$ cat src/rtl/cct_pkg.sv
package cct_pkg;

  typedef enum logic [1:0] {
    CM_STOP = 2'd0,
    CM_FREE = 2'd1,
    CM_MOD  = 2'd2,
    CM_UPDN = 2'd3
  } cnt_mode_e;

  typedef enum logic [2:0] {
    OM_SET       = 3'd0,
    OM_CLR       = 3'd1,
    OM_TGL       = 3'd2,
    OM_UPSET_ZCL = 3'd3,
    OM_UPCLR_ZST = 3'd4,
    OM_SET_PCLR  = 3'd5,
    OM_CLR_PSET  = 3'd6,
    OM_INIT      = 3'd7
  } out_mode_e;

  // configuration byte bits [5:0]: mask, evsel, cmp, omode[2:0]
  typedef struct packed {
    logic       mask;
    logic       evsel;
    logic       cmp;
    logic [2:0] omode;
  } ch_cfg_t;

  // modes 0..2 load a new compare value immediately
  function automatic logic commits_now(input logic [2:0] m);
    return m <= 3'd2;
  endfunction

  // next compare output from the events seen in this cycle
  function automatic logic out_next(input logic [2:0] m, input logic is_ch0,
                                    input logic cur, input logic match,
                                    input logic upm, input logic zero,
                                    input logic top);
    logic r;
    case (out_mode_e'(m))
      OM_SET:       r = match ? 1'b1 : cur;
      OM_CLR:       r = match ? 1'b0 : cur;
      OM_TGL:       r = match ? ~cur : cur;
      OM_UPSET_ZCL: r = zero ? 1'b0 : (upm ? 1'b1 : cur);
      OM_UPCLR_ZST: r = zero ? 1'b1 : (upm ? 1'b0 : cur);
      OM_SET_PCLR:  r = is_ch0 ? cur : (top ? 1'b0 : (match ? 1'b1 : cur));
      OM_CLR_PSET:  r = is_ch0 ? cur : (top ? 1'b1 : (match ? 1'b0 : cur));
      default:      r = 1'b0;
    endcase
    return r;
  endfunction

endpackage

$ cat src/rtl/cct_counter.sv
module cct_counter
  import cct_pkg::*;
#(
  parameter int CNT_W = 16
) (
  input  logic             clk,
  input  logic             rst_n,
  input  cnt_mode_e        mode,
  input  logic             clear,
  input  logic [CNT_W-1:0] period,
  output logic [CNT_W-1:0] count,
  output logic             up,
  output logic             top_hit
);

  localparam logic [CNT_W-1:0] MAXV = '1;

  assign top_hit = (mode != CM_STOP) &&
                   ((mode == CM_FREE) ? (count == MAXV) : (count == period));

  always_ff @(posedge clk) begin
    if (!rst_n || clear) begin
      count <= '0;
      up    <= 1'b1;
    end else begin
      case (mode)
        CM_FREE: begin
          count <= count + 1'b1;
          up    <= 1'b1;
        end
        CM_MOD: begin
          count <= (count >= period) ? '0 : count + 1'b1;
          up    <= 1'b1;
        end
        CM_UPDN: begin
          if (period == '0) begin
            count <= '0;
            up    <= 1'b1;
          end else if (up) begin
            if (count >= period) begin
              up    <= 1'b0;
              count <= count - 1'b1;
            end else begin
              count <= count + 1'b1;
            end
          end else begin
            count <= (count == '0) ? '0 : count - 1'b1;
            if (count <= 1) up <= 1'b1;
          end
        end
        default: ;
      endcase
    end
  end

  assert_mod_wrap_R1: assert property (@(posedge clk) disable iff (!rst_n)
    (mode == CM_MOD && !clear && count >= period) |=> count == '0);
  assert_free_step_R1: assert property (@(posedge clk) disable iff (!rst_n)
    (mode == CM_FREE && !clear) |=> count == $past(count) + 1'b1);
  assert_stop_hold_R1: assert property (@(posedge clk) disable iff (!rst_n)
    (mode == CM_STOP && !clear) |=> $stable(count));

endmodule

$ cat src/rtl/cct_channel.sv
module cct_channel
  import cct_pkg::*;
#(
  parameter int CNT_W  = 16,
  parameter bit IS_CH0 = 1'b0
) (
  input  logic             clk,
  input  logic             rst_n,
  input  logic             cfg_we,
  input  logic             lo_we,
  input  logic             hi_we,
  input  logic [7:0]       wdata,
  input  logic [CNT_W-1:0] count,
  input  logic             up,
  input  logic             running,
  input  logic             updn,
  input  logic             top_hit,
  input  logic             cap_pin,
  input  logic             evt,
  output logic [CNT_W-1:0] value,
  output logic             out,
  output logic             flag_set,
  output logic             mask
);

  ch_cfg_t          cfg;
  logic [7:0]       lo_buf;
  logic [CNT_W-1:0] pend;
  logic             pend_v;
  logic [2:0]       sync;
  logic [15:0]      wide_val;
  logic [CNT_W-1:0] new_val;

  // named internal events
  logic pin_rise, cap_hit, match, upm, zero_ev, at_zero, pend_load;

  assign wide_val  = {wdata, lo_buf};
  assign new_val   = wide_val[CNT_W-1:0];
  assign pin_rise  = sync[1] & ~sync[2];
  assign cap_hit   = !cfg.cmp && (cfg.evsel ? evt : pin_rise);
  assign at_zero   = (count == '0);
  assign zero_ev   = running && at_zero;
  assign match     = cfg.cmp && running && (count == value);
  assign upm       = match && up;
  assign pend_load = pend_v && at_zero;
  assign flag_set  = cap_hit ||
                     (cfg.cmp && ((IS_CH0 && updn) ? zero_ev : match));
  assign mask      = cfg.mask;

  always_ff @(posedge clk) begin
    if (!rst_n) begin
      cfg    <= '0;
      lo_buf <= '0;
      pend   <= '0;
      pend_v <= 1'b0;
      sync   <= '0;
      value  <= '0;
      out    <= 1'b0;
    end else begin
      sync <= {sync[1:0], cap_pin};
      if (cfg_we) cfg <= ch_cfg_t'(wdata[5:0]);
      if (lo_we) lo_buf <= wdata;
      if (cfg.cmp)
        out <= out_next(cfg.omode, IS_CH0, out, match, upm, zero_ev, top_hit);
      if (cap_hit)
        value <= count;
      else if (hi_we && commits_now(cfg.omode))
        value <= new_val;
      else if (pend_load)
        value <= pend;
      if (hi_we && !commits_now(cfg.omode)) begin
        pend   <= new_val;
        pend_v <= 1'b1;
      end else if (pend_load) begin
        pend_v <= 1'b0;
      end
    end
  end

  assert_lo_hold_R2: assert property (@(posedge clk) disable iff (!rst_n)
    (lo_we && !hi_we && !cap_hit && !pend_load) |=> $stable(value));
  assert_imm_load_R3: assert property (@(posedge clk) disable iff (!rst_n)
    (hi_we && commits_now(cfg.omode) && !cap_hit) |=> value == $past(new_val));
  assert_defer_R4: assert property (@(posedge clk) disable iff (!rst_n)
    (hi_we && !commits_now(cfg.omode) && !cap_hit && !pend_load) |=> $stable(value));
  assert_capture_only_R5: assert property (@(posedge clk) disable iff (!rst_n)
    !cfg.cmp |=> $stable(out));
  assert_cap_load_R12: assert property (@(posedge clk) disable iff (!rst_n)
    cap_hit |=> value == $past(count));

  if (IS_CH0) begin : g_ch0
    assert_ch0_hold_R8: assert property (@(posedge clk) disable iff (!rst_n)
      (cfg.cmp && (cfg.omode == 3'd5 || cfg.omode == 3'd6)) |=> $stable(out));
  end

endmodule

$ cat src/rtl/cct_timer.sv
module cct_timer
  import cct_pkg::*;
#(
  parameter int CNT_W  = 16,
  parameter int NCH    = 3,
  parameter int ADDR_W = 4
) (
  input  logic                 clk,
  input  logic                 rst_n,
  input  logic                 wr_en,
  input  logic [ADDR_W-1:0]    wr_addr,
  input  logic [7:0]           wr_data,
  input  logic [NCH-1:0]       cap_in,
  input  logic [NCH-1:0]       evt_in,
  output logic [CNT_W-1:0]     count,
  output logic [NCH*CNT_W-1:0] ch_value,
  output logic [NCH-1:0]       ch_out,
  output logic [NCH-1:0]       flags,
  output logic                 t_flag,
  output logic                 irq
);

  localparam int A_CTRL = 0;
  localparam int A_FLAG = 1;
  localparam int A_CH   = 4;
  localparam int STRIDE = 4;

  cnt_mode_e                   mode;
  logic                        gen;
  logic                        clear, ctrl_we, flag_we;
  logic                        up, top_hit, running;
  logic [NCH-1:0]              flag_set, mask;
  logic [NCH-1:0][CNT_W-1:0]   vals;

  assign ctrl_we  = wr_en && (wr_addr == ADDR_W'(A_CTRL));
  assign flag_we  = wr_en && (wr_addr == ADDR_W'(A_FLAG));
  assign clear    = ctrl_we && wr_data[3];
  assign running  = (mode != CM_STOP);
  assign ch_value = vals;
  assign t_flag   = |(flags & mask);
  assign irq      = t_flag && gen;

  always_ff @(posedge clk) begin
    if (!rst_n) begin
      mode  <= CM_STOP;
      gen   <= 1'b0;
      flags <= '0;
    end else begin
      if (ctrl_we) begin
        mode <= cnt_mode_e'(wr_data[1:0]);
        gen  <= wr_data[2];
      end
      flags <= (flag_we ? (flags & wr_data[NCH-1:0]) : flags) | flag_set;
    end
  end

  cct_counter #(.CNT_W(CNT_W)) u_cnt (
    .clk(clk), .rst_n(rst_n), .mode(mode), .clear(clear), .period(vals[0]),
    .count(count), .up(up), .top_hit(top_hit)
  );

  for (genvar n = 0; n < NCH; n++) begin : g_ch
    logic cfg_we, lo_we, hi_we;
    assign cfg_we = wr_en && (wr_addr == ADDR_W'(A_CH + STRIDE*n));
    assign lo_we  = wr_en && (wr_addr == ADDR_W'(A_CH + STRIDE*n + 1));
    assign hi_we  = wr_en && (wr_addr == ADDR_W'(A_CH + STRIDE*n + 2));

    cct_channel #(.CNT_W(CNT_W), .IS_CH0(n == 0)) u_ch (
      .clk(clk), .rst_n(rst_n), .cfg_we(cfg_we), .lo_we(lo_we), .hi_we(hi_we),
      .wdata(wr_data), .count(count), .up(up), .running(running),
      .updn(mode == CM_UPDN), .top_hit(top_hit), .cap_pin(cap_in[n]),
      .evt(evt_in[n]), .value(vals[n]), .out(ch_out[n]),
      .flag_set(flag_set[n]), .mask(mask[n])
    );

    assert_hw_wins_R10: assert property (@(posedge clk) disable iff (!rst_n)
      flag_set[n] |=> flags[n]);
    assert_flag_clear_R10: assert property (@(posedge clk) disable iff (!rst_n)
      (flag_we && !wr_data[n] && !flag_set[n]) |=> !flags[n]);
    assert_flag_sticky_R9: assert property (@(posedge clk) disable iff (!rst_n)
      (flags[n] && !flag_we) |=> flags[n]);
  end

endmodule

$ cat config.mk
export PLATFORM = sky130hd
export DESIGN_NAME = cct_timer
export DESIGN_NICKNAME = d
export VERILOG_FILES = /design/src/rtl/cct_pkg.sv /design/src/rtl/cct_counter.sv /design/src/rtl/cct_channel.sv /design/src/rtl/cct_timer.sv
export SDC_FILE = /design/constraint.sdc
export NUM_CORES = 1
export LEC_CHECK = 0
export BUFFER_PORTS_ARGS = -buffer_cell sky130_fd_sc_hd__buf_2
export CAP_MARGIN = 20
export CORE_ASPECT_RATIO = 0.6
export CORE_MARGIN = 2
export CORE_UTILIZATION = 40
export CTS_CLUSTER_SIZE = 40
export DETAILED_ROUTE_END_ITERATION = 7
export PLACE_DENSITY = 0.64
export SYNTH_ARGS = -nofsm -noshare
export SYNTH_HDL_FRONTEND = slang
export SYNTH_SLANG_ARGS = --single-unit
$ cat constraint.sdc
create_clock -name clk -period 5.54 [get_ports clk]
set_clock_uncertainty 0.15 [all_clocks]
set_input_delay 0.277 -clock clk [delete_from_list [all_inputs] [get_ports clk]]
set_output_delay 0.277 -clock clk [all_outputs]
set_load 0.05 [all_outputs]
==> impl_metrics.csv, run 1 <==
group,metric,value,unit
critical_path,startpoint_kind_of_the_worst_setup_timing_path,"flop",
logic_synthesis,postSynthRegisterBits,176,
cts,cts_setup_buffers,0,
logic_synthesis,syn-mean-instance-area,8.19,um^2
logic_synthesis,synth-async-reset-ratio,0,%
cts,tritoncts,"done",
timing,finalMaxSlewViolations,0,
logic_synthesis,yosys-mux-area-fraction,12.2,%
critical_path,worst-r2r-cell-count,9,
timing,hold-worst-slack,68.4,ps
critical_path,arrival,3760,ps
cts,clock_sinks,176,
cts,cts.root.buffer_cell,"sky130_fd_sc_hd__clkbuf_16",
logic_synthesis,synth_cell_type_count,77,
cts,tritoncts.num_buffers,17,
min_path,hold_depth,3,
die,die_width,212,um
layout,finish.utilization,45.9,%
detailed_routing,top_layer_used,"met4",
cts,ctsHoldBuffers,3,
placement,placedCellCount,1614,
detailed_routing,antenna_violating_nets_post_route,0,
logic_synthesis,syn-cell-area,0.0103,mm^2
global_routing,grt_max_degree,109,
logic_synthesis,synth-simple-area-share,25.4,%
power,p_leak,4.88,nW
logic_synthesis,post_synth_net_total,1304,
global_routing,global_route_wire_length_before_repair,53100,um
detailed_routing,post-route-drc-count,0,
timing,worst_slew_margin_rel,26.9,%
logic_synthesis,number_of_enable_type_register_cells_in_the_synthesized_netlist,0,
placement,post-dp-hpwl,25100,um
critical_path,worst_setup_path_end_kind,"flop",
power,power.ir.vdd_worst,0.186,mV
layout,antenna-diode-count,0,
detailed_routing,m1WireLength,16800,um
layout,layoutNonFillerInstCount,1651,
die,chipHeight,129,um
die,floorplan.die_area,0.0272,mm^2
cts,clock_path_buffers,2,
timing,rsz0062_at_grt,"false",
logic_synthesis,synth_xor_area_share,3.89,%
detailed_routing,vias_per_cell,5.71,
placement,place.port_buffers,92,
timing,period_share,64.2,%
die,fp-row-count,45,
cts,cts_max_level,4,
critical_path,reg2reg_slack,1980,ps
global_routing,grt_antenna_before_repair,0,
detailed_routing,wl_met3,3400,um
timing,max_slew.worst_pin.slew,1090,ps
critical_path,setup.worst_path.class,"reg -> reg",
detailed_routing,starting_drt_drc_count,1036,
min_path,timing.hold.worst.class,"in -> reg",
logic_synthesis,area_fraction_in_compound_gates_after_synthesis,16.6,%
timing,final.setup.tns,0,ps
layout,drive_gt1_share,14.5,%
power,power-per-cell-area,241,mW/mm^2
logic_synthesis,synth_top_family_by_area,"simple AND/OR/NAND/NOR gates",
detailed_routing,drt-total-wl,35000,um
timing,setup_viol,0,
cts,cts.clk_slew.worst_paths,70,ps
detailed_routing,wl_met2,14300,um
global_routing,global_route.usage.total,26.1,%
global_routing,grt.overflow.total,0,
die,start_util,40.8,%
logic_synthesis,synth-adder-area-share,2.42,%
detailed_routing,detailroute.via_count,9426,
die,num_io_pins,93,
detailed_routing,avgRoutedWirePerCell,21.2,um
logic_synthesis,proportion_of_synthesized_chip_area_in_sequential_cells,34.0,%
timing,shortest_clock_period_the_worst_path_allows_after_layout,3560,ps
cts,clk-insertion-delay-late,460,ps
cts,cts_repair_resize_count,0,
critical_path,critical_path.max_fanout,19,
timing,hold_viol,0,
logic_synthesis,dominantRegCellSynth,"sky130_fd_sc_hd__dfxtp_1",
layout,synthToLayoutAreaGrowth,12.5,%
logic_synthesis,synth.yosys.warnings,0,
placement,gp_congestion,0.965,
run_status,run_status,"complete, no violations",
layout,fin_nets,1351,
global_routing,first_global_vias,8582,
detailed_routing,drt_pre_antenna_iters,5,
critical_path,critPathRequiredTime,5740,ps
die,core_area,0.0253,mm^2
timing,clock.fmax,281,MHz
flow_run,max_cap_viol_count,0,
logic_synthesis,postSynthCellCount,1263,
## worst max-delay path: stages (launching register included)
cell and delay [ps]:
sky130_fd_sc_hd__dfxtp_1 800, sky130_fd_sc_hd__inv_1 190, sky130_fd_sc_hd__ha_1 340, sky130_fd_sc_hd__nand4_1 150, sky130_fd_sc_hd__nor4_4 100, sky130_fd_sc_hd__or3_1 490, sky130_fd_sc_hd__nor4_4 550, sky130_fd_sc_hd__nor2_2 240
sky130_fd_sc_hd__a211oi_1 300, sky130_fd_sc_hd__o22ai_1 120
## sequential cells by signal, indices dropped and copies added (netlist names)
signal / cells
g_ch.u_ch.lo_buf: 24
u_cnt.up: 1
g_ch.u_ch.pend: 48
g_ch.u_ch.cfg: 15
gen: 1
flags: 3
g_ch.u_ch.pend_v: 3
g_ch.u_ch.out: 3
g_ch.u_ch.mask: 3
u_cnt.count: 16
mode: 2
g_ch.u_ch.sync: 9
g_ch.u_ch.value: 48
## power breakdown
part	switching (mW)	total, mW	internal (mW)
registers	0.0176	1.29	1.28
clock network	0.552	1.18	0.630
logic	0.219	0.333	0.115
total	0.789	2.81	2.02
## cell families (layout without fill, tap and decap cells)
kind of cell | count (synthesis) | count (layout)
and+or+nand+nor | 510 | 510
buffers and inverters | 131 | 190
muxes | 126 | 126
adders and majority gates | 20 | 20
xor gates and xnor gates | 46 | 46
AOI/OAI and AO/OA | 254 | 254
DFF | 176 | 176
## stage by stage
step	power (mW)	area (um^2)	worst slack, ps
2_1_floorplan	1.56	10300	2000
3_3_place_gp	1.64	11000	2210
3_5_place_dp	1.64	11000	2090
4_1_cts	2.81	11600	2050
5_1_grt	2.90	11600	1780
6_report	2.81	11600	1980
## Yosys cell counts (7+ instances only)
| cell | number | area [um^2] |
|---|---|---|
| sky130_fd_sc_hd__buf_2 | 14 | 70.1 |
| sky130_fd_sc_hd__xnor2_1 | 34 | 298 |
| sky130_fd_sc_hd__nand4_1 | 15 | 93.8 |
| sky130_fd_sc_hd__and2_1 | 30 | 188 |
| sky130_fd_sc_hd__a21boi_1 | 10 | 75.1 |
| sky130_fd_sc_hd__dfxtp_1 | 176 | 3520 |
| sky130_fd_sc_hd__nor2_1 | 59 | 221 |
| sky130_fd_sc_hd__o21ai_1 | 10 | 50.1 |
| sky130_fd_sc_hd__nor4_1 | 11 | 68.8 |
| sky130_fd_sc_hd__or3_1 | 17 | 106 |
| sky130_fd_sc_hd__o21a_1 | 8 | 60.1 |
| sky130_fd_sc_hd__mux2i_1 | 126 | 1260 |
| sky130_fd_sc_hd__ha_1 | 20 | 250 |
| sky130_fd_sc_hd__a31oi_1 | 7 | 43.8 |
| sky130_fd_sc_hd__a21boi_0 | 42 | 315 |
| sky130_fd_sc_hd__nand2_1 | 200 | 751 |
| sky130_fd_sc_hd__a21oi_1 | 49 | 245 |
| sky130_fd_sc_hd__nand3_1 | 25 | 125 |
| sky130_fd_sc_hd__xor2_1 | 12 | 105 |
| sky130_fd_sc_hd__inv_1 | 32 | 120 |
| sky130_fd_sc_hd__nor2b_1 | 82 | 513 |
| sky130_fd_sc_hd__nor3_1 | 20 | 100 |
| sky130_fd_sc_hd__clkbuf_1 | 72 | 270 |
| sky130_fd_sc_hd__o21ai_0 | 63 | 315 |
## worst paths after layout
check / start / to
worst min-delay path: wr_data[7] / g_ch[0].u_ch.pend[15]$_SDFFE_PN0P_
worst min register to register: g_ch[0].u_ch.sync[0]$_SDFF_PN0_ / g_ch[0].u_ch.sync[1]$_SDFF_PN0_
worst max-delay path: u_cnt.count[0]$_SDFFE_PP0P_ / u_cnt.count[10]$_SDFFE_PP0P_
worst max register to register: u_cnt.count[0]$_SDFFE_PP0P_ / u_cnt.count[10]$_SDFFE_PP0P_
## cell usage in the layout (no fill, tap or decap), drive strengths merged, types with 6 or more instances in the layout
cell / count
xnor2: 34
a21boi: 52
o22ai: 7
a31oi: 7
o21ai: 76
a21oi: 50
mux2i: 126
nor3: 21
nand2: 201
or3b: 7
nand3: 25
a211oi: 10
nand4: 18
dfxtp: 176
ha: 20
buf: 124
inv: 36
nor2: 60
nor2b: 82
or3: 17
clkbuf: 19
xor2: 12
nand2b: 6
and2: 31
nor4: 17
o211ai: 6
and3: 6
o21a: 8
## routing by layer
| metal | vias to the layer above | global-route usage (%) |
|---|---|---|
| li1 | 4463 | - |
| met5 | - | 0 |
| met3 | 41 | 7.22 |
| met1 | 4520 | 37.9 |
| met4 | 0 | 6.84 |
| met2 | 402 | 37.8 |
## area by class of cell
| class | instances | area [um^2] |
|---|---|---|
| clock buffer | 19 | 443 |
| clock inverter | 12 | 109 |
| fill | 2466 | 13700 |
| inverter | 32 | 120 |
| multi-input combinational | 956 | 6280 |
| sequential | 176 | 3520 |
| tap | 329 | 412 |
| timing repair buffer | 127 | 756 |
Power figures use the tool's default switching activity.
==> run 2: changes to the inputs <==
ABC_AREA = 1   (was default)
PLACE_DENSITY = 0.65   (was 0.64)
clock period = 3.7 ns   (was 5.54 ns; I/O delays follow)
==> impl_metrics.csv, run 2 <==
group,metric,value,unit
cts,cts_max_level,4,
detailed_routing,drt_pre_antenna_iters,5,
critical_path,critPathRequiredTime,3910,ps
power,comb_power_share,20.8,%
die,chipHeight,126,um
layout,finish.utilization,46.4,%
detailed_routing,vias_per_cell,5.38,
die,floorplan.die_area,0.0261,mm^2
flow_run,max_cap_viol_count,0,
die,fp-row-count,44,
logic_synthesis,synth_top_family_by_area,"simple AND/OR/NAND/NOR gates",
timing,worst_slew_margin_rel,36.0,%
logic_synthesis,postSynthCellCount,1521,
critical_path,timing.critical_path.cells,"buf_4, clkinv_2, nand3_1, nor2_1, inv_2, nor3_4, nand2_1, nand2_1, inv_1, nor2_1, a211oi_1",
placement,postPlaceCellArea,0.0106,mm^2
global_routing,grt.overflow.total,0,
critical_path,reg2reg_to,"g_ch[2].u_ch.value[15]$_SDFFE_PN0P_",
min_path,hold_end,"g_ch[1].u_ch.pend[9]$_SDFFE_PN0P_",
logic_synthesis,number_of_enable_type_register_cells_in_the_synthesized_netlist,0,
die,num_io_pins,93,
detailed_routing,antenna_violating_nets_post_route,0,
logic_synthesis,ys_top_cells_by_count,"332 x sky130_fd_sc_hd__nand2_1, 228 x sky130_fd_sc_hd__o21ai_0, 192 x sky130_fd_sc_hd__nor2_1, 178 x sky130_fd_sc_hd__inv_1, 176 x sky130_fd_sc_hd__dfxtp_1",
timing,final.setup.tns,0,ps
timing,period_share,76.4,%
logic_synthesis,proportion_of_synthesized_chip_area_in_sequential_cells,35.6,%
logic_synthesis,synth_cell_type_count,43,
cts,clk-insertion-delay-late,450,ps
placement,placedCellCount,1877,
timing,finalMaxSlewViolations,0,
cts,cts.clk_slew.worst_paths,70,ps
timing,max_slew.worst_pin.slew,958,ps
power,power-per-cell-area,441,mW/mm^2
timing,shortest_clock_period_the_worst_path_allows_after_layout,2830,ps
layout,largest_registers,"g_ch.u_ch.pend x48, g_ch.u_ch.value x48, g_ch.u_ch.lo_buf x24",
logic_synthesis,synth-async-reset-ratio,0,%
placement,gp_congestion,0.972,
logic_synthesis,syn-mean-instance-area,6.51,um^2
timing,hold_viol,0,
logic_synthesis,synth-simple-area-share,24.8,%
cts,clock_sinks,176,
layout,drive_gt1_share,11.6,%
timing,clock.fmax,354,MHz
layout,layoutNonFillerInstCount,1915,
logic_synthesis,yosys-mux-area-fraction,0,%
logic_synthesis,synth_top_area_share,35.6,%
global_routing,global_route.usage.total,26.9,%
placement,dp_slack,970,ps
detailed_routing,detailroute.via_count,10312,
critical_path,critical_path.slowest_cell,"sky130_fd_sc_hd__inv_1",
logic_synthesis,yosys.cell_count.top_type,"sky130_fd_sc_hd__nand2_1",
global_routing,first_global_vias,9254,
timing,setup_viol,0,
die,core_area,0.0242,mm^2
layout,synthToLayoutAreaGrowth,13.6,%
timing,hold-worst-slack,26.5,ps
logic_synthesis,area_leader_netlist,"sky130_fd_sc_hd__dfxtp_1",
power,post-layout-total-power,4.96,mW
power,internal-power,3.31,mW
power,p_leak,5.29,nW
critical_path,reg2reg_slack,870,ps
critical_path,reg2reg_from,"u_cnt.count[14]$_SDFFE_PP0P_",
layout,fin_nets,1621,
layout,final_common_cell,"sky130_fd_sc_hd__nand2_1",
logic_synthesis,postSynthRegisterBits,176,
global_routing,grt_max_degree,108,
timing,rsz0062_at_grt,"false",
timing,finalWorstSetupSlack,871,ps
logic_synthesis,dominantRegCellSynth,"sky130_fd_sc_hd__dfxtp_1",
cts,cts.root.buffer_cell,"sky130_fd_sc_hd__clkbuf_16",
die,start_util,40.8,%
cts,tritoncts.num_buffers,17,
logic_synthesis,synth.yosys.warnings,0,
critical_path,worst_setup_path_end_kind,"flop",
logic_synthesis,syn-cell-area,0.00989,mm^2
power,power.ir.vdd_worst,0.323,mV
min_path,timing.hold.worst.class,"in -> reg",
critical_path,setup.worst_path.class,"reg -> reg",
layout,finalInstanceArea,0.0112,mm^2
power,net-switching-power,1.64,mW
power,clock_power_share,38.3,%
cts,clock_path_buffers,2,
logic_synthesis,synthTopCellsByArea,"sky130_fd_sc_hd__dfxtp_1 36%, sky130_fd_sc_hd__nand2_1 13%, sky130_fd_sc_hd__o21ai_0 12%",
power,sw_frac_of_total,33.2,%
layout,layout_common_cells,"332 x sky130_fd_sc_hd__nand2_1, 228 x sky130_fd_sc_hd__o21ai_0, 192 x sky130_fd_sc_hd__nor2_1",
critical_path,highest_cell_delay_on_the_worst_timing_path,680,ps
min_path,hold_start,"wr_data[1]",
logic_synthesis,post_synth_net_total,1562,
critical_path,arrival,3040,ps
logic_synthesis,area_fraction_in_compound_gates_after_synthesis,23.3,%
cts,tritoncts,"done",
power,power.share.sequential,40.9,%
global_routing,grt_antenna_before_repair,0,
die,die_width,207,um
min_path,hold_depth,3,
run_status,run_status,"complete, no violations",
logic_synthesis,synth_xor_area_share,2.57,%
detailed_routing,post-route-drc-count,0,
cts,cts_setup_buffers,0,
critical_path,critical_path.max_fanout,30,
cts,cts_repair_resize_count,0,
global_routing,global_route_wire_length_before_repair,53900,um
logic_synthesis,synth-adder-area-share,2.53,%
cts,ctsHoldBuffers,5,
detailed_routing,avgRoutedWirePerCell,18.2,um
placement,place.port_buffers,92,
placement,post-dp-hpwl,25300,um
layout,antenna-diode-count,0,
critical_path,worst-r2r-cell-count,11,
detailed_routing,drt-total-wl,34800,um
critical_path,startpoint_kind_of_the_worst_setup_timing_path,"flop",
detailed_routing,starting_drt_drc_count,1140,
-- run 2: power groups by stage --
stage               clock (mW)  sequential (mW)  combinational (mW)
floorplan                    0             2.21               0.566
global placement             0             2.07                1.00
detailed placement           0             2.06                1.00
CTS                       1.93             2.02                1.01
global route              2.01             2.03                1.13
finish                    1.90             2.03                1.03
-- run 2: logic make-up after synthesis --
group	Yosys count
buf+inv	272
compound gates	419
flops	176
xor+xnor	29
simple gates	605
fa+ha+maj	20
-- run 2: worst max-delay path, delay by kind of cell, from the launching register on --
family                 cells  cell delay (ps)
buffers and inverters      4             1190
DFF                        1              640
and+or+nand+nor            6              500
AOI/OAI and AO/OA          1              230
-- run 2: cell type report --
type	count	area [um^2]
Clock buffer	18	439
Clock inverter	14	164
Fill cell	2554	13000
Inverter	186	707
Multi-Input combinational cell	1073	5270
Sequential cell	176	3520
Tap cell	322	403
Timing Repair Buffer	126	736
-- run 2: worst max path at each step --
stage	from	endpoint	slack, ps	cells past startpoint
floorplan	u_cnt.count[0]$_SDFFE_PP0P_	u_cnt.up$_SDFFE_PP1P_	990	15
global placement	u_cnt.count[6]$_SDFFE_PP0P_	g_ch[2].u_ch.value[12]$_SDFFE_PN0P_	1020	11
detailed placement	u_cnt.count[6]$_SDFFE_PP0P_	g_ch[2].u_ch.value[2]$_SDFFE_PN0P_	970	11
CTS	u_cnt.count[6]$_SDFFE_PP0P_	g_ch[2].u_ch.value[15]$_SDFFE_PN0P_	910	11
global route	u_cnt.count[14]$_SDFFE_PP0P_	u_cnt.count[1]$_SDFFE_PP0P_	550	11
finish	u_cnt.count[14]$_SDFFE_PP0P_	g_ch[2].u_ch.value[15]$_SDFFE_PN0P_	870	11
-- run 2: layer usage --
layer,vias to the layer above,track usage [%],wire (um)
met5,-,0,0
met4,0,7.48,667
met3,52,5.49,3550
met2,455,38.2,13800
met1,4763,40.7,16800
li1,5042,-,-
==> run 3: changes to the inputs <==
ABC_AREA = 0   (was 1)
PLACE_DENSITY = 0.67   (was 0.65)
clock period = 2.5 ns   (was 3.7 ns; I/O delays follow)
==> impl_metrics.csv, run 3 (synthesized netlist as in run 1, its figures left out) <==
group,metric,value,unit
layout,fin_nets,1486,
layout,finalInstanceArea,0.0133,mm^2
layout,antenna-diode-count,0,
global_routing,global_route_wire_length_before_repair,56300,um
placement,postPlaceCellArea,0.0120,mm^2
timing,shortest_clock_period_the_worst_path_allows_after_layout,2690,ps
layout,drive_gt1_share,27.7,%
layout,final-seq-area,0.00357,mm^2
power,p_leak,5.75,nW
global_routing,grt_antenna_before_repair,0,
die,start_util,40.8,%
cts,cts.clk_slew.worst_paths,70,ps
timing,setup_viol,14,
flow_run,max_cap_viol_count,0,
cts,cts_max_level,4,
min_path,timing.hold.worst.class,"in -> reg",
critical_path,reg2reg_from,"g_ch[0].u_ch.value[5]$_SDFFE_PN0P_",
die,num_io_pins,93,
die,fp-row-count,45,
timing,final.setup.tns,-1600,ps
cts,tritoncts,"done",
timing,period_share,108,%
power,net-switching-power,1.78,mW
power,clock_power_share,42.4,%
global_routing,grt.overflow.total,0,
critical_path,highest_cell_delay_on_the_worst_timing_path,400,ps
detailed_routing,post-route-drc-count,0,
cts,clock_path_buffers,2,
die,chipHeight,129,um
global_routing,global_route.usage.total,27.3,%
timing,rsz0062_at_grt,"true",
die,die_width,212,um
timing,clock.fmax,372,MHz
cts,tritoncts.num_buffers,17,
timing,max_slew.worst_pin.slew,741,ps
timing,hold_viol,0,
critical_path,worst-r2r-cell-count,13,
run_status,run_status,"complete, but fails checks",
critical_path,worst_setup_path_end_kind,"flop",
critical_path,setup.worst_path.class,"reg -> reg",
layout,final_common_cell,"sky130_fd_sc_hd__nand2_1",
critical_path,timing.critical_path.cells,"inv_2, ha_4, buf_4, a21oi_2, o21a_1, o22ai_2, buf_4, or3_1, buf_6, buf_4, nor2_4, o221ai_1, a21oi_1",
min_path,hold_end,"g_ch[2].u_ch.pend[8]$_SDFFE_PN0P_",
critical_path,arrival,2910,ps
die,floorplan.die_area,0.0272,mm^2
detailed_routing,avgRoutedWirePerCell,20.7,um
power,power.share.sequential,42.8,%
detailed_routing,drt_pre_antenna_iters,5,
timing,finalWorstSetupSlack,-191,ps
critical_path,critPathRequiredTime,2720,ps
power,internal-power,4.87,mW
detailed_routing,drt-total-wl,37000,um
min_path,hold_start,"wr_data[0]",
power,sw_frac_of_total,26.8,%
global_routing,use_met1,40.9,%
power,power-per-cell-area,498,mW/mm^2
layout,area_used_by_multi_input_combinational_logic,0.00672,mm^2
detailed_routing,detailroute.via_count,10165,
cts,clk-insertion-delay-late,450,ps
detailed_routing,starting_drt_drc_count,1103,
detailed_routing,antenna_violating_nets_post_route,0,
timing,finalMaxSlewViolations,0,
layout,finish.utilization,52.7,%
global_routing,busiest_layer,"met1",
timing,hold-worst-slack,71.2,ps
critical_path,reg2reg_slack,-190,ps
layout,largest_registers,"g_ch.u_ch.pend x48, g_ch.u_ch.value x48, g_ch.u_ch.lo_buf x24",
layout,layout_common_cells,"198 x sky130_fd_sc_hd__nand2_1, 145 x sky130_fd_sc_hd__dfxtp_1, 139 x sky130_fd_sc_hd__buf_4",
die,core_area,0.0253,mm^2
global_routing,met2_routing_resource_usage_after_global_routing,38.3,%
global_routing,grt_max_degree,62,
cts,cts.root.buffer_cell,"sky130_fd_sc_hd__clkbuf_16",
critical_path,reg2reg_to,"u_cnt.count[4]$_SDFFE_PP0P_",
layout,num-fill-cells,2362,
min_path,hold_depth,4,
layout,synthToLayoutAreaGrowth,29.0,%
critical_path,startpoint_kind_of_the_worst_setup_timing_path,"flop",
global_routing,gr-usage-met3,7.37,%
global_routing,first_global_vias,9310,
placement,post-dp-hpwl,26600,um
critical_path,crit_path_start,"g_ch[0].u_ch.value[5]$_SDFFE_PN0P_",
run_status,violations,"setup timing",
power,post-layout-total-power,6.65,mW
critical_path,critical_path.max_fanout,7,
power,power.ir.vdd_worst,0.433,mV
critical_path,critical_path.slowest_cell,"sky130_fd_sc_hd__or3_1",
placement,place.port_buffers,92,
cts,clock_sinks,176,
critical_path,cpMostUsedCell,"sky130_fd_sc_hd__buf_4",
placement,gp_congestion,0.973,
timing,worst_slew_margin_rel,50.6,%
power,comb_power_share,14.9,%
detailed_routing,vias_per_cell,5.69,
[run 3: worst max path at each step]
stage / depth (start not counted) / to / slack [ps]
after floorplan: 12 / u_cnt.count[13]$_SDFFE_PP0P_ / -440
after global placement: 10 / u_cnt.count[11]$_SDFFE_PP0P_ / -210
after detailed placement: 9 / u_cnt.count[10]$_SDFFE_PP0P_ / -270
after CTS: 11 / u_cnt.count[14]$_SDFFE_PP0P_ / -110
after global routing: 12 / u_cnt.count[13]$_SDFFE_PP0P_ / -270
final: 13 / u_cnt.count[4]$_SDFFE_PP0P_ / -190
[run 3: timing repair]
item,in CTS,in global routing
pin swaps,17,31
gates resized for setup,41,56
hold endpoints to repair,25,0
buffers inserted,4,9
hold buffers,10,0
endpoints found under the setup margin,50,35
[run 3: metrics by stage]
stage / cells / setup WS, ps
2_1_floorplan: 1263 / -439
3_3_place_gp: 1732 / -213
3_5_place_dp: 1732 / -267
4_1_cts: 1778 / -106
5_1_grt: 1787 / -273
6_report: 1787 / -191
[run 3: critical path, delay by kind of cell (launching register included)]
| kind | cells | cell delay [ps] |
|---|---|---|
| compound gates | 5 | 740 |
| fa+ha+maj | 1 | 220 |
| buf+inv | 5 | 640 |
| flops | 1 | 340 |
| simple gates | 2 | 520 |
[run 3: power by group through the flow]
stage,combinational (mW),clock [mW],sequential (mW)
6_report,0.988,2.82,2.85
5_1_grt,1.04,2.97,2.85
4_1_cts,0.903,2.85,2.85
3_5_place_dp,0.843,0,2.91
3_3_place_gp,0.836,0,2.91
2_1_floorplan,0.514,0,2.94
[run 3: area by class of cell]
| cell class | instances | area share, % |
|---|---|---|
| Clock inverter | 8 | 0.956 |
| Inverter | 32 | 0.937 |
| Multi-Input combinational cell | 956 | 50.4 |
| Sequential cell | 176 | 26.7 |
| Clock buffer | 24 | 3.53 |
| Tap cell | 329 | 3.08 |
| Timing Repair Buffer | 262 | 14.4 |
[run 3: per-layer routing]
metal	routed length (um)	part of all wire, %
met2	15100	41
met4	438	1.2
met1	17300	47
met3	4120	11
met5	0	0
